$ cat src/rtl/aout_pkg.sv
package aout_pkg;
  localparam int ADDR_W = 5;
  localparam int BANK_BIT = 7;
  localparam logic [ADDR_W-1:0] OFS_DIO   = 5'h00;
  localparam logic [ADDR_W-1:0] OFS_CFG2  = 5'h02;
  localparam logic [ADDR_W-1:0] OFS_CFG3  = 5'h04;
  localparam logic [ADDR_W-1:0] OFS_SHIFT = 5'h06;
  localparam logic [ADDR_W-1:0] OFS_STB   = 5'h07;
  localparam logic [ADDR_W-1:0] OFS_CFG1  = 5'h0A;
  localparam logic [ADDR_W-1:0] OFS_AO    = 5'h0C;
  // flag vector index: 0 terminal count, 1 int1, 2 int2
  localparam int NFLAG = 3;
  typedef struct packed {
    logic cfg1_we;
    logic cfg2_we;
    logic cfg3_we;
    logic dio_we;
  } cfg_we_t;
endpackage

$ cat src/rtl/aout_decode.sv
module aout_decode
  import aout_pkg::*;
#(
  parameter int NUM_AO = 10
) (
  input  logic [ADDR_W-1:0] addr_i,
  input  logic              wr_i,
  input  logic              rd_i,
  input  logic              bank2_i,
  output cfg_we_t           we_o,
  output logic [NFLAG-1:0]  clr_o,
  output logic              fifo_wr_o,
  output logic              fifo_clr_o,
  output logic [NUM_AO-1:0] ao_wr_o,
  output logic              sync_shift_o,
  output logic              sync_stb_o
);
  logic wr_b1, wr_b2;
  assign wr_b1 = wr_i && !bank2_i;
  assign wr_b2 = wr_i && bank2_i;

  always_comb begin
    we_o.cfg1_we = wr_i  && (addr_i == OFS_CFG1);
    we_o.cfg2_we = wr_b1 && (addr_i == OFS_CFG2);
    we_o.cfg3_we = wr_b1 && (addr_i == OFS_CFG3);
    we_o.dio_we  = wr_b1 && (addr_i == OFS_DIO);
  end

  assign clr_o[0]     = wr_b2 && (addr_i == OFS_DIO);
  assign clr_o[1]     = wr_b2 && (addr_i == OFS_CFG2);
  assign clr_o[2]     = wr_b2 && (addr_i == OFS_CFG3);
  assign sync_shift_o = wr_b2 && (addr_i == OFS_SHIFT);
  assign sync_stb_o   = wr_b2 && (addr_i == OFS_STB);
  assign fifo_wr_o    = wr_b1 && (addr_i == OFS_AO);
  assign fifo_clr_o   = rd_i  && (addr_i == OFS_AO);

  for (genvar g = 0; g < NUM_AO; g++) begin : g_ao
    localparam logic [ADDR_W-1:0] CH_ADDR = ADDR_W'(int'(OFS_AO) + 2 * g);
    if (g == 0) begin : g_ch0
      assign ao_wr_o[g] = wr_b2 && (addr_i == CH_ADDR);
    end else begin : g_chn
      assign ao_wr_o[g] = wr_i && (addr_i == CH_ADDR);
    end
  end
endmodule

$ cat src/rtl/aout_flags.sv
module aout_flags #(
  parameter int N = 3
) (
  input  logic         clk_i,
  input  logic         rst_ni,
  input  logic [N-1:0] set_i,
  input  logic [N-1:0] clr_i,
  output logic [N-1:0] flag_o
);
  for (genvar g = 0; g < N; g++) begin : g_flag
    logic q;
    // set dominates a simultaneous clear
    always_ff @(posedge clk_i or negedge rst_ni) begin
      if (!rst_ni)        q <= 1'b0;
      else if (set_i[g])  q <= 1'b1;
      else if (clr_i[g])  q <= 1'b0;
    end
    assign flag_o[g] = q;

    assert_set_wins_R3: assert property (@(posedge clk_i) disable iff (!rst_ni)
      set_i[g] |=> flag_o[g]);
    assert_sticky_R3: assert property (@(posedge clk_i) disable iff (!rst_ni)
      (flag_o[g] && !clr_i[g]) |=> flag_o[g]);
    assert_clear_R2: assert property (@(posedge clk_i) disable iff (!rst_ni)
      (clr_i[g] && !set_i[g]) |=> !flag_o[g]);
  end
endmodule

$ cat src/rtl/aout_regbank.sv
module aout_regbank
  import aout_pkg::*;
#(
  parameter int NUM_AO = 10,
  parameter int DIO_W  = 8,
  parameter int DAC_W  = 12
) (
  input  logic              clk_i,
  input  logic              rst_ni,
  input  logic [4:0]        addr_i,
  input  logic              wr_i,
  input  logic              rd_i,
  input  logic [15:0]       wdata_i,
  output logic [15:0]       rdata_o,
  input  logic [DIO_W-1:0]  dio_i,
  input  logic              fifo_half_i,
  input  logic              fifo_empty_i,
  input  logic              fifo_full_i,
  input  logic              eeprom_do_i,
  input  logic              ext_int1_i,
  input  logic              ext_int2_i,
  input  logic              cnt_tc_i,
  output logic [15:0]       cfg1_o,
  output logic [15:0]       cfg2_o,
  output logic [15:0]       cfg3_o,
  output logic [DIO_W-1:0]  dio_o,
  output logic [DIO_W-1:0]  dio_oe_o,
  output logic              fifo_wr_o,
  output logic              fifo_clr_o,
  output logic [NUM_AO-1:0] ao_wr_o,
  output logic [DAC_W-1:0]  ao_data_o,
  output logic              sync_shift_o,
  output logic              sync_bit_o,
  output logic              sync_strobe_o,
  output logic              irq_o
);
  localparam int HALF = DIO_W / 2;

  logic [15:0]      cfg1_q, cfg2_q, cfg3_q;
  logic [DIO_W-1:0] dio_q;
  logic             bank2;
  cfg_we_t          we;
  logic [NFLAG-1:0] clr, set, flags, en;

  assign bank2 = cfg1_q[BANK_BIT];

  aout_decode #(.NUM_AO(NUM_AO)) u_dec (
    .addr_i      (addr_i),
    .wr_i        (wr_i),
    .rd_i        (rd_i),
    .bank2_i     (bank2),
    .we_o        (we),
    .clr_o       (clr),
    .fifo_wr_o   (fifo_wr_o),
    .fifo_clr_o  (fifo_clr_o),
    .ao_wr_o     (ao_wr_o),
    .sync_shift_o(sync_shift_o),
    .sync_stb_o  (sync_strobe_o)
  );

  assign set = {ext_int2_i, ext_int1_i, cnt_tc_i};

  aout_flags #(.N(NFLAG)) u_flags (
    .clk_i (clk_i),
    .rst_ni(rst_ni),
    .set_i (set),
    .clr_i (clr),
    .flag_o(flags)
  );

  always_ff @(posedge clk_i or negedge rst_ni) begin
    if (!rst_ni) begin
      cfg1_q <= '0;
      cfg2_q <= '0;
      cfg3_q <= '0;
      dio_q  <= '0;
    end else begin
      if (we.cfg1_we) cfg1_q <= wdata_i;
      if (we.cfg2_we) cfg2_q <= wdata_i;
      if (we.cfg3_we) cfg3_q <= wdata_i;
      if (we.dio_we)  dio_q  <= wdata_i[DIO_W-1:0];
    end
  end

  assign en    = {cfg1_q[15], cfg1_q[14], cfg1_q[11]};
  assign irq_o = |(flags & en);

  always_comb begin
    rdata_o = '0;
    if (rd_i) begin
      unique case (addr_i)
        OFS_DIO:  rdata_o[DIO_W-1:0] = dio_i;
        OFS_CFG1: rdata_o[6:0] = {fifo_half_i, fifo_empty_i, fifo_full_i,
                                  flags[2], flags[1], flags[0], eeprom_do_i};
        default:  rdata_o = '0;
      endcase
    end
  end

  assign cfg1_o     = cfg1_q;
  assign cfg2_o     = cfg2_q;
  assign cfg3_o     = cfg3_q;
  assign dio_o      = dio_q;
  assign dio_oe_o   = {{(DIO_W-HALF){cfg3_q[3]}}, {HALF{cfg3_q[2]}}};
  assign ao_data_o  = wdata_i[DAC_W-1:0];
  assign sync_bit_o = wdata_i[0];

  assert_bank2_keeps_dio_R2: assert property (@(posedge clk_i) disable iff (!rst_ni)
    (wr_i && bank2 && addr_i == OFS_DIO) |=> $stable(dio_q));
  assert_bank2_keeps_cfg3_R2: assert property (@(posedge clk_i) disable iff (!rst_ni)
    (wr_i && bank2 && addr_i == OFS_CFG3) |=> $stable(cfg3_q));
  assert_fifo_wr_bank1_R5: assert property (@(posedge clk_i) disable iff (!rst_ni)
    fifo_wr_o |-> !cfg1_o[BANK_BIT]);
  assert_ao_onehot_R6: assert property (@(posedge clk_i) disable iff (!rst_ni)
    $onehot0(ao_wr_o));
  assert_sync_bank2_R7: assert property (@(posedge clk_i) disable iff (!rst_ni)
    (sync_shift_o || sync_strobe_o) |-> cfg1_o[BANK_BIT]);
  assert_irq_needs_flag_R9: assert property (@(posedge clk_i) disable iff (!rst_ni)
    irq_o |-> (rd_i || !rd_i) && (cfg1_o[15] || cfg1_o[14] || cfg1_o[11]));
endmodule

$ cat config.mk
export PLATFORM = sky130hd
export DESIGN_NAME = aout_regbank
export DESIGN_NICKNAME = d
export VERILOG_FILES = /design/src/rtl/aout_pkg.sv /design/src/rtl/aout_decode.sv /design/src/rtl/aout_flags.sv /design/src/rtl/aout_regbank.sv
export SDC_FILE = /design/constraint.sdc
export NUM_CORES = 1
export LEC_CHECK = 0
export ABC_AREA = 1
export BUFFER_PORTS_ARGS = -buffer_cell sky130_fd_sc_hd__clkbuf_2
export CORE_MARGIN = 1.5
export CORE_UTILIZATION = 41
export CTS_CLUSTER_SIZE = 12
export DETAILED_ROUTE_END_ITERATION = 16
export MAX_ROUTING_LAYER = met4
export PLACE_DENSITY = 0.86
export SYNTH_ARGS = -nofsm -noshare
export SYNTH_HDL_FRONTEND = slang
export SYNTH_HIERARCHICAL = 1
export SYNTH_SLANG_ARGS = --single-unit
$ cat constraint.sdc
create_clock -name clk_i -period 1.3 [get_ports clk_i]
set_input_delay 0.195 -clock clk_i [delete_from_list [all_inputs] [get_ports clk_i]]
set_output_delay 0.195 -clock clk_i [all_outputs]
set_load 0.05 [all_outputs]
==> impl_metrics.ini, run 1 <==
[run_status]
status = finished, violations left
violations = setup timing

[placed_design]
dp_hpwl_mm = 5.54
globalplace.congestion = 0.794
portBuffers = 139
dp.cells = 501

[power_and_ir_drop]
p_comb_share_pct = 42.3
swShare_pct = 42.3
irDropWorstVdd_uv = 1130
switchingPower_mw = 3.03
p_int_mw = 4.12
seq_power_share_pct = 33.7
p_clk_share_pct = 24.0
total_power_mw = 7.15
total_leakage_power_nw = 2.45
power_density_nw_per_um2 = 1520

[timing]
fin_worst_skew_ps = 5.72
finalSetupViolCount = 54
rsz0062_at_grt = true
fin_crit_sh_pct = 119
fmax_ghz = 0.646
finalHoldViolCount = 0
finalMaxSlewViolations = 0
min_period_ps = 1550
worst_slack_ps = -248

[routing]
drt-met1-wl_mm = 3.34
drcViolationCount = 0
vias = 2494
routed.top_layer = met4
wl_met3_um = 529
routed_wl_mm = 8.79
avgRoutedWirePerCell_um = 16.6
met2_length_mm = 4.70
dr.pass1.iters = 4
vias_per_cell = 4.71
ant_nets = 0
first_iter_violations = 83

[worst_hold_path]
whs_endpoint = u_flags/g_flag[1].q
hp-class = in -> reg
min_from = ext_int1_i
min_delay_path_depth = 3

[critical_path]
crit_family = flip-flops
reg2reg_to = cfg2_o[8]
crit_path_max_fanout = 8
worst_path_max_delay_cell = dfrtp_2
start_kind = flip-flop
criticalPathCategory = reg -> reg
crit_path_max_incr_delay_ps = 400
crit_buf_inv = 2
required_ps = 1500
crit_cells = 5
ff2ff_setup_slack_ps = -250
critPathCaptureType = flip-flop
crit_path_cell_trace = nand3b_1, buf_4, nor2_4, buf_6, mux2_4
r2r_start = cfg1_o[7]
cp.arrival_ps = 1750
reg2reg_depth = 5

[run]
drv_cap = 0

[floorplanning]
rows = 31
die_w_um = 89.4
die_h_um = 89.4
dieArea_sq_um = 7990
start_util_pct = 42.2
core_area_sq_um = 7250
ioPinCount = 148

[clock_tree]
htreeDepth = 3
cts.path.max_buffers = 2
cts.clk_slew.worst_paths_ps = 70
clk_latency_ps = 320
cts_tree = built
clock-sinks = 59
cts-root-buf = clkbuf_8
cts_made_buffers = 9

[logic_synthesis]
seq_area_frac_synth_pct = 48.3
synth_area_sq_um = 3060
synth-simple-area-share_pct = 12.9
postSynthCellCount = 268
synth_top_family_by_area = multiplexers
synth_compound_area_share_pct = 0
ys_warn_count = 6
yosys_register_bits = 59
synthXorXnorAreaFrac_pct = 0
synth.mux.area_fraction_pct = 24.3
syn_avg_cell_area_sq_um = 11.4
yosys.area_share.adder_pct = 0
synth.distinct_cells = 17

[layout]
nets = 467
fin_cells = 530
area_growth_pct = 53.7
nFillCells = 525
drive_gt1_share_pct = 70.5
antenna_cells = 0
layout_commonest_cell = clkbuf_2
most-common-layout-cells = clkbuf_2 (101), dfrtp_1 (58), mux2_4 (43)

[grt]
grt_pass1_vias = 2418
grt_usage_pct = 20.9
globalRouteOverflowTotal = 0
grt_max_degree = 60
grt_pass1_wl_mm = 11.9
antenna_found_initial = 0
## through the flow
stage | TNS (ps) | util, % | hold WS, ps | worst slack (ps) | area (sq um)
2_1_floorplan | -9720 | - | -101 | -285 | 3140
3_3_place_gp | -8300 | 54.0 | 224 | -292 | 3910
3_5_place_dp | -11260 | 54.0 | 228 | -318 | 3910
4_1_cts | -8770 | 61.3 | 49.7 | -260 | 4440
5_1_grt | -12500 | 64.8 | 44.9 | -314 | 4700
6_report | -9210 | 64.8 | 55.9 | -248 | 4700
## layer usage
metal	vias to the layer above	global-route usage, %
met2	122	38.2
met5	-	-
met3	26	5.63
li1	1132	-
met1	1214	22.9
met4	0	4.20
## worst reg2reg max path, delay by kind of cell (launching register included)
| family | cells | cell delay (ps) |
|---|---|---|
| and+or+nand+nor | 2 | 340 |
| muxes | 1 | 320 |
| DFF | 1 | 400 |
| buffers and inverters | 2 | 370 |
## area by class of cell
type                            instances  area (sq um)  area share, %
Sequential cell                        59          1480           31.4
Multi-Input combinational cell        151          1440           30.5
Timing Repair Buffer                  181          1370           29.1
Clock buffer                           13           169           3.59
Tap cell                               99           124           2.63
Inverter                               25          93.8           2.00
Clock inverter                          2          35.0          0.745
## worst max-delay path by stage
stage / startpoint / endpoint / slack [ps]
final: cfg1_o[7] / cfg2_o[8] / -250
after global routing: cfg1_o[7] / cfg2_o[0] / -310
after CTS: cfg1_o[7] / cfg2_o[0] / -260
after detailed placement: cfg1_o[7] / cfg2_o[9] / -320
after global placement: cfg1_o[7] / cfg2_o[13] / -290
after floorplan: cfg1_o[7] / cfg2_o[10] / -280
## state kept, by name, indices dropped and copies added, names as in the netlist
name and flops:
u_flags/g_flag.q 3, cfg3_o 16, dio_o 8, cfg1_o 16, cfg2_o 16
## logic make-up (layout without fill, tap and decap cells)
family,Yosys count,in the layout
and+or+nand+nor,87,87
buffers and inverters,65,221
DFF,59,59
muxes,56,56
other,1,8
## Yosys cell counts, drive strengths merged
| cell | count | area share [%] |
|---|---|---|
| buf | 40 | 11 |
| mux2 | 56 | 24 |
| conb | 1 | 0.12 |
| inv | 25 | 3.1 |
| nor2 | 29 | 4.2 |
| nand2 | 39 | 4.8 |
| nor3 | 2 | 1.1 |
| dfrtp | 59 | 48 |
| nand3b | 1 | 0.25 |
| nand3 | 16 | 2.6 |
## what timing repair did
| action | 4_1_cts | 5_1_grt |
|---|---|---|
| endpoints found under the setup margin | 58 | 73 |
| setup buffers | 8 | 5 |
| resized for setup | 58 | 97 |
| pin swaps | 26 | 21 |
| endpoints found under the hold margin | 59 | 0 |
| cloned | 0 | 0 |
| hold buffers | 1 | 0 |
## power groups by stage
stage                     combinational, mW  clock (mW)  sequential (mW)
after floorplan                        1.02           0             3.60
after global placement                 2.78           0             2.42
after detailed placement               2.83           0             2.43
after CTS                              2.93        1.74             2.40
after global routing                   3.15        1.84             2.44
final                                  3.03        1.72             2.40
(Power assumes the default switching activity.)
==> run 2: changes to the inputs <==
Settings changed: HOLD_SLACK_MARGIN set to 0.08.
==> run 2 against run 1 <==
The flow still finishes with violations (setup timing). Critical path depth unchanged. Maximum frequency down 0.51%. Die area unchanged. Via count up 0.44%. Count of clock-buffer cells in the layout unchanged. Worst hold slack better by 67 ps. Non-clock buffer count up 4. First-iteration DRC count up 14%. Final area up 0.19%. Combinational power about the same. Cell count up 0.75%.
==> impl_metrics.ini, run 2 (synthesis results as in run 1) <==
[run_status]
status = finished, violations left
violations = setup timing

[routing]
avgRoutedWirePerCell_um = 16.4
routed.top_layer = met4
first_iter_violations = 95
drt-met1-wl_mm = 3.39
routed_wl_mm = 8.76
ant_nets = 0
wl_met3_um = 530
drcViolationCount = 0
met2_length_mm = 4.68
dr.pass1.iters = 4
vias_per_cell = 4.69
vias = 2505

[grt]
grt_pass1_vias = 2453
grt_usage_pct = 20.7
antenna_found_initial = 0
grt_pass1_wl_mm = 11.8
grt_max_degree = 60
globalRouteOverflowTotal = 0

[layout]
drive_gt1_share_pct = 70.3
nets = 471
nFillCells = 530
antenna_cells = 0
fin_cells = 534
layout_commonest_cell = clkbuf_2
most-common-layout-cells = clkbuf_2 (102), dfrtp_1 (58), mux2_4 (43)
area_growth_pct = 54.0

[critical_path]
startpoint = cfg1_o[7]
crit_end = cfg2_o[8]
crit_path_max_fanout = 8
critPathCaptureType = flip-flop
r2r_start = cfg1_o[7]
reg2reg_to = cfg2_o[8]
worst_path_max_delay_cell = dfrtp_2
start_kind = flip-flop
criticalPathCategory = reg -> reg
ff2ff_setup_slack_ps = -260
cp.arrival_ps = 1760
required_ps = 1510
reg2reg_depth = 5
crit_path_cell_trace = nand3b_1, buf_4, nor2_4, buf_6, mux2_4
crit_path_max_incr_delay_ps = 400

[timing]
tns_ps = -9360
finalHoldViolCount = 0
fin_worst_skew_ps = 5.44
finalMaxSlewViolations = 0
worst_slack_ps = -256
finalSetupViolCount = 55
fin_crit_sh_pct = 120
rsz0062_at_grt = true
fmax_ghz = 0.643
min_period_ps = 1560

[floorplanning]
die_w_um = 89.4
core_area_sq_um = 7250
dieArea_sq_um = 7990
rows = 31
die_h_um = 89.4
start_util_pct = 42.2
ioPinCount = 148

[placed_design]
place_ws_ps = -318
dp_hpwl_mm = 5.54
globalplace.congestion = 0.794
portBuffers = 139
dp.cells = 501

[clock_tree]
cts.clk_slew.worst_paths_ps = 70
cts-root-buf = clkbuf_8
cts_made_buffers = 9
clk_latency_ps = 330
cts_tree = built
htreeDepth = 3
cts.path.max_buffers = 2
clock-sinks = 59

[power_and_ir_drop]
irDropWorstVdd_uv = 1130
total_power_mw = 7.15
total_leakage_power_nw = 2.45
power_density_nw_per_um2 = 1520

[worst_hold_path]
hp-class = in -> reg

[run]
drv_cap = 0
-- run 2: cell type report --
cell class | count | area, sq um | area share, %
timing repair buffer | 185 | 1410 | 29.9
clock inverter | 2 | 35.0 | 0.743
clock buffer | 13 | 169 | 3.58
inverter | 25 | 93.8 | 1.99
tap | 99 | 124 | 2.63
multi-input combinational | 151 | 1400 | 29.8
sequential | 59 | 1480 | 31.4
-- run 2: stage by stage --
| step | hold slack [ps] | util [%] | cell area (sq um) |
|---|---|---|---|
| after global placement | 224 | 54.0 | 3910 |
| after CTS | 122 | 61.7 | 4470 |
| final | 123 | 65.0 | 4710 |
| after floorplan | -101 | - | 3140 |
| after detailed placement | 228 | 54.0 | 3910 |
| after global routing | 120 | 65.0 | 4710 |
-- run 2: timing repair --
item,CTS,global route
pin swaps,26,26
hold endpoints to repair,62,0
gates resized for setup,58,90
buffers inserted,8,6
setup endpoints to repair,58,73
hold buffers,4,0
-- run 2: critical path, delay by kind of cell, from the launching register on --
| family | cells | cell delay, ps |
|---|---|---|
| buffers and inverters | 2 | 370 |
| flip-flops | 1 | 400 |
| multiplexers | 1 | 320 |
| AND/OR/NAND/NOR | 2 | 350 |
-- run 2: worst min-delay path by stage --
stage	startpoint	to	slack, ps	cells after the start
finish	wdata_i[12]	cfg2_o[12]	120	2
CTS	wdata_i[12]	cfg1_o[12]	120	2
floorplan	rst_ni	cfg1_o[0]	-100	0
detailed placement	rst_ni	cfg1_o[5]	230	2
global route	wdata_i[12]	cfg1_o[12]	120	2
global placement	rst_ni	cfg1_o[13]	220	2
-- run 2: per-layer routing --
metal / GRT usage (%) / vias up
met5: - / -
met4: 5.45 / 0
met3: 5.54 / 24
met2: 36.8 / 131
met1: 23.0 / 1207
li1: - / 1143
-- run 2: power breakdown --
part | switching [mW] | internal [mW] | leakage [nW]
combinational | 2.11 | 0.910 | 1.60
sequential | 0.226 | 2.18 | 0.741
clock | 0.694 | 1.03 | 0.106
==> run 3: changes to the inputs <==
Settings changed: SKIP_CTS_REPAIR_TIMING set to 1.
==> run 3 against run 2 <==
The flow still finishes with violations (setup timing). Worst hold slack improved by 5.2 ps. Utilization decreased by 2.0 points. Cell count decreased by 0.75%. Sequential power about the same. Non-clock buffer count decreased by 4. Sequential cell count unchanged. Combinational power decreased by 2%. Final area decreased by 3.1%. Count of clock-buffer cells in the layout unchanged. Die area unchanged. Maximum frequency decreased by 6.7%. First-iteration DRC count decreased by 24%. Highest routed layer unchanged.
==> impl_metrics.ini, run 3 (synthesis results as in run 1) <==
[run_status]
status = finished, violations left
violations = setup timing

[placed_design]
dp_hpwl_mm = 5.54
place_ws_ps = -318
globalplace.congestion = 0.794
portBuffers = 139

[power_and_ir_drop]
power_density_nw_per_um2 = 1550
total_leakage_power_nw = 2.41
irDropWorstVdd_uv = 1130

[worst_hold_path]
hp-class = in -> reg

[timing]
hold_slack_ps = 128
min_period_ps = 1670
fin_crit_sh_pct = 128
fin_worst_skew_ps = 6.26
finalMaxSlewViolations = 0
rsz0062_at_grt = true
worst_slack_ps = -367
tns_ps = -10790
fmax_ghz = 0.600
finalHoldViolCount = 0
finalSetupViolCount = 49

[routing]
avgRoutedWirePerCell_um = 15.6
ant_nets = 0
routed_wl_mm = 8.28
vias = 2464
dr.pass1.iters = 4
drcViolationCount = 0
vias_per_cell = 4.65
first_iter_violations = 72

[floorplanning]
die_w_um = 89.4
die_h_um = 89.4
rows = 31
core_area_sq_um = 7250
start_util_pct = 42.2
ioPinCount = 148
dieArea_sq_um = 7990

[layout]
layout_commonest_cell = clkbuf_2
area_growth_pct = 49.3
nets = 467
most-common-layout-cells = clkbuf_2 (103), dfrtp_1 (58), mux2_4 (44)
antenna_cells = 0
drive_gt1_share_pct = 67.1
multiInputGateArea_sq_um = 1350
seq_area_sq_um = 1480
nFillCells = 553

[grt]
grt_usage_pct = 18.9
globalRouteOverflowTotal = 0
grt_max_degree = 60
grt_pass1_wl_mm = 10.8
grt_pass1_vias = 2219
antenna_found_initial = 0

[critical_path]
criticalPathCategory = reg -> out
start_kind = flip-flop
required_ps = 1110
critPathCaptureType = primary output
cp.arrival_ps = 1470
crit_path_max_fanout = 4

[clock_tree]
clock-sinks = 59
cts-root-buf = clkbuf_8
cts_made_buffers = 9
cts_tree = built
cts.path.max_buffers = 2
clk_latency_ps = 320
cts.clk_slew.worst_paths_ps = 70
htreeDepth = 3

[run]
drv_cap = 0
[run 3: path summary, 6_finish.rpt]
check                             endpoint  slack [ps]   startpoint  cells after the start
worst min register to register   cfg2_o[1]         510    cfg2_o[1]                      1
worst min-delay path            cfg2_o[12]         130  wdata_i[12]                      2
min in group asynchronous        cfg1_o[5]         410       rst_ni                      3
worst max-delay path             fifo_wr_o        -370    cfg1_o[7]                      4
max in group asynchronous        cfg1_o[7]         610       rst_ni                      3
worst max register to register    dio_o[2]        -280    cfg1_o[7]                      5
[run 3: per-stage QoR]
stage / power (mW) / utilization [%] / cell area (sq um) / std cells
6_report: 7.09 / 63.0 / 4570 / 530
5_1_grt: 7.39 / 63.0 / 4570 / 530
4_1_cts: 6.97 / 56.8 / 4120 / 516
3_5_place_dp: 5.26 / 54.0 / 3910 / 501
3_3_place_gp: 5.20 / 54.0 / 3910 / 501
2_1_floorplan: 4.62 / - / 3140 / 275
[run 3: cell type report]
class	instances	share of cell area, %
clock buffers	13	3.70
flip-flops and latches	59	32.3
well taps	99	2.71
multi-input cells	151	29.6
clock inverters	2	0.767
inverters	25	2.05
repair buffers	181	28.8
[run 3: critical path: stages (launching register included)]
cell and delay [ps]:
dfrtp_2 400, nand3b_1 280, buf_4 220, nor2_4 90, buf_8 150
[run 3: per-layer routing]
metal / GRT usage (%) / part of all wire, %
met1: 21.7 / 39
met3: 5.45 / 5.5
met2: 32.4 / 54
met5: - / 0
met4: 4.76 / 1.1
[run 3: where the power goes]
group          switching, mW  internal, mW  leakage, nW
logic                   2.09         0.884         1.57
registers              0.226          2.18        0.741
clock network          0.678          1.03        0.106
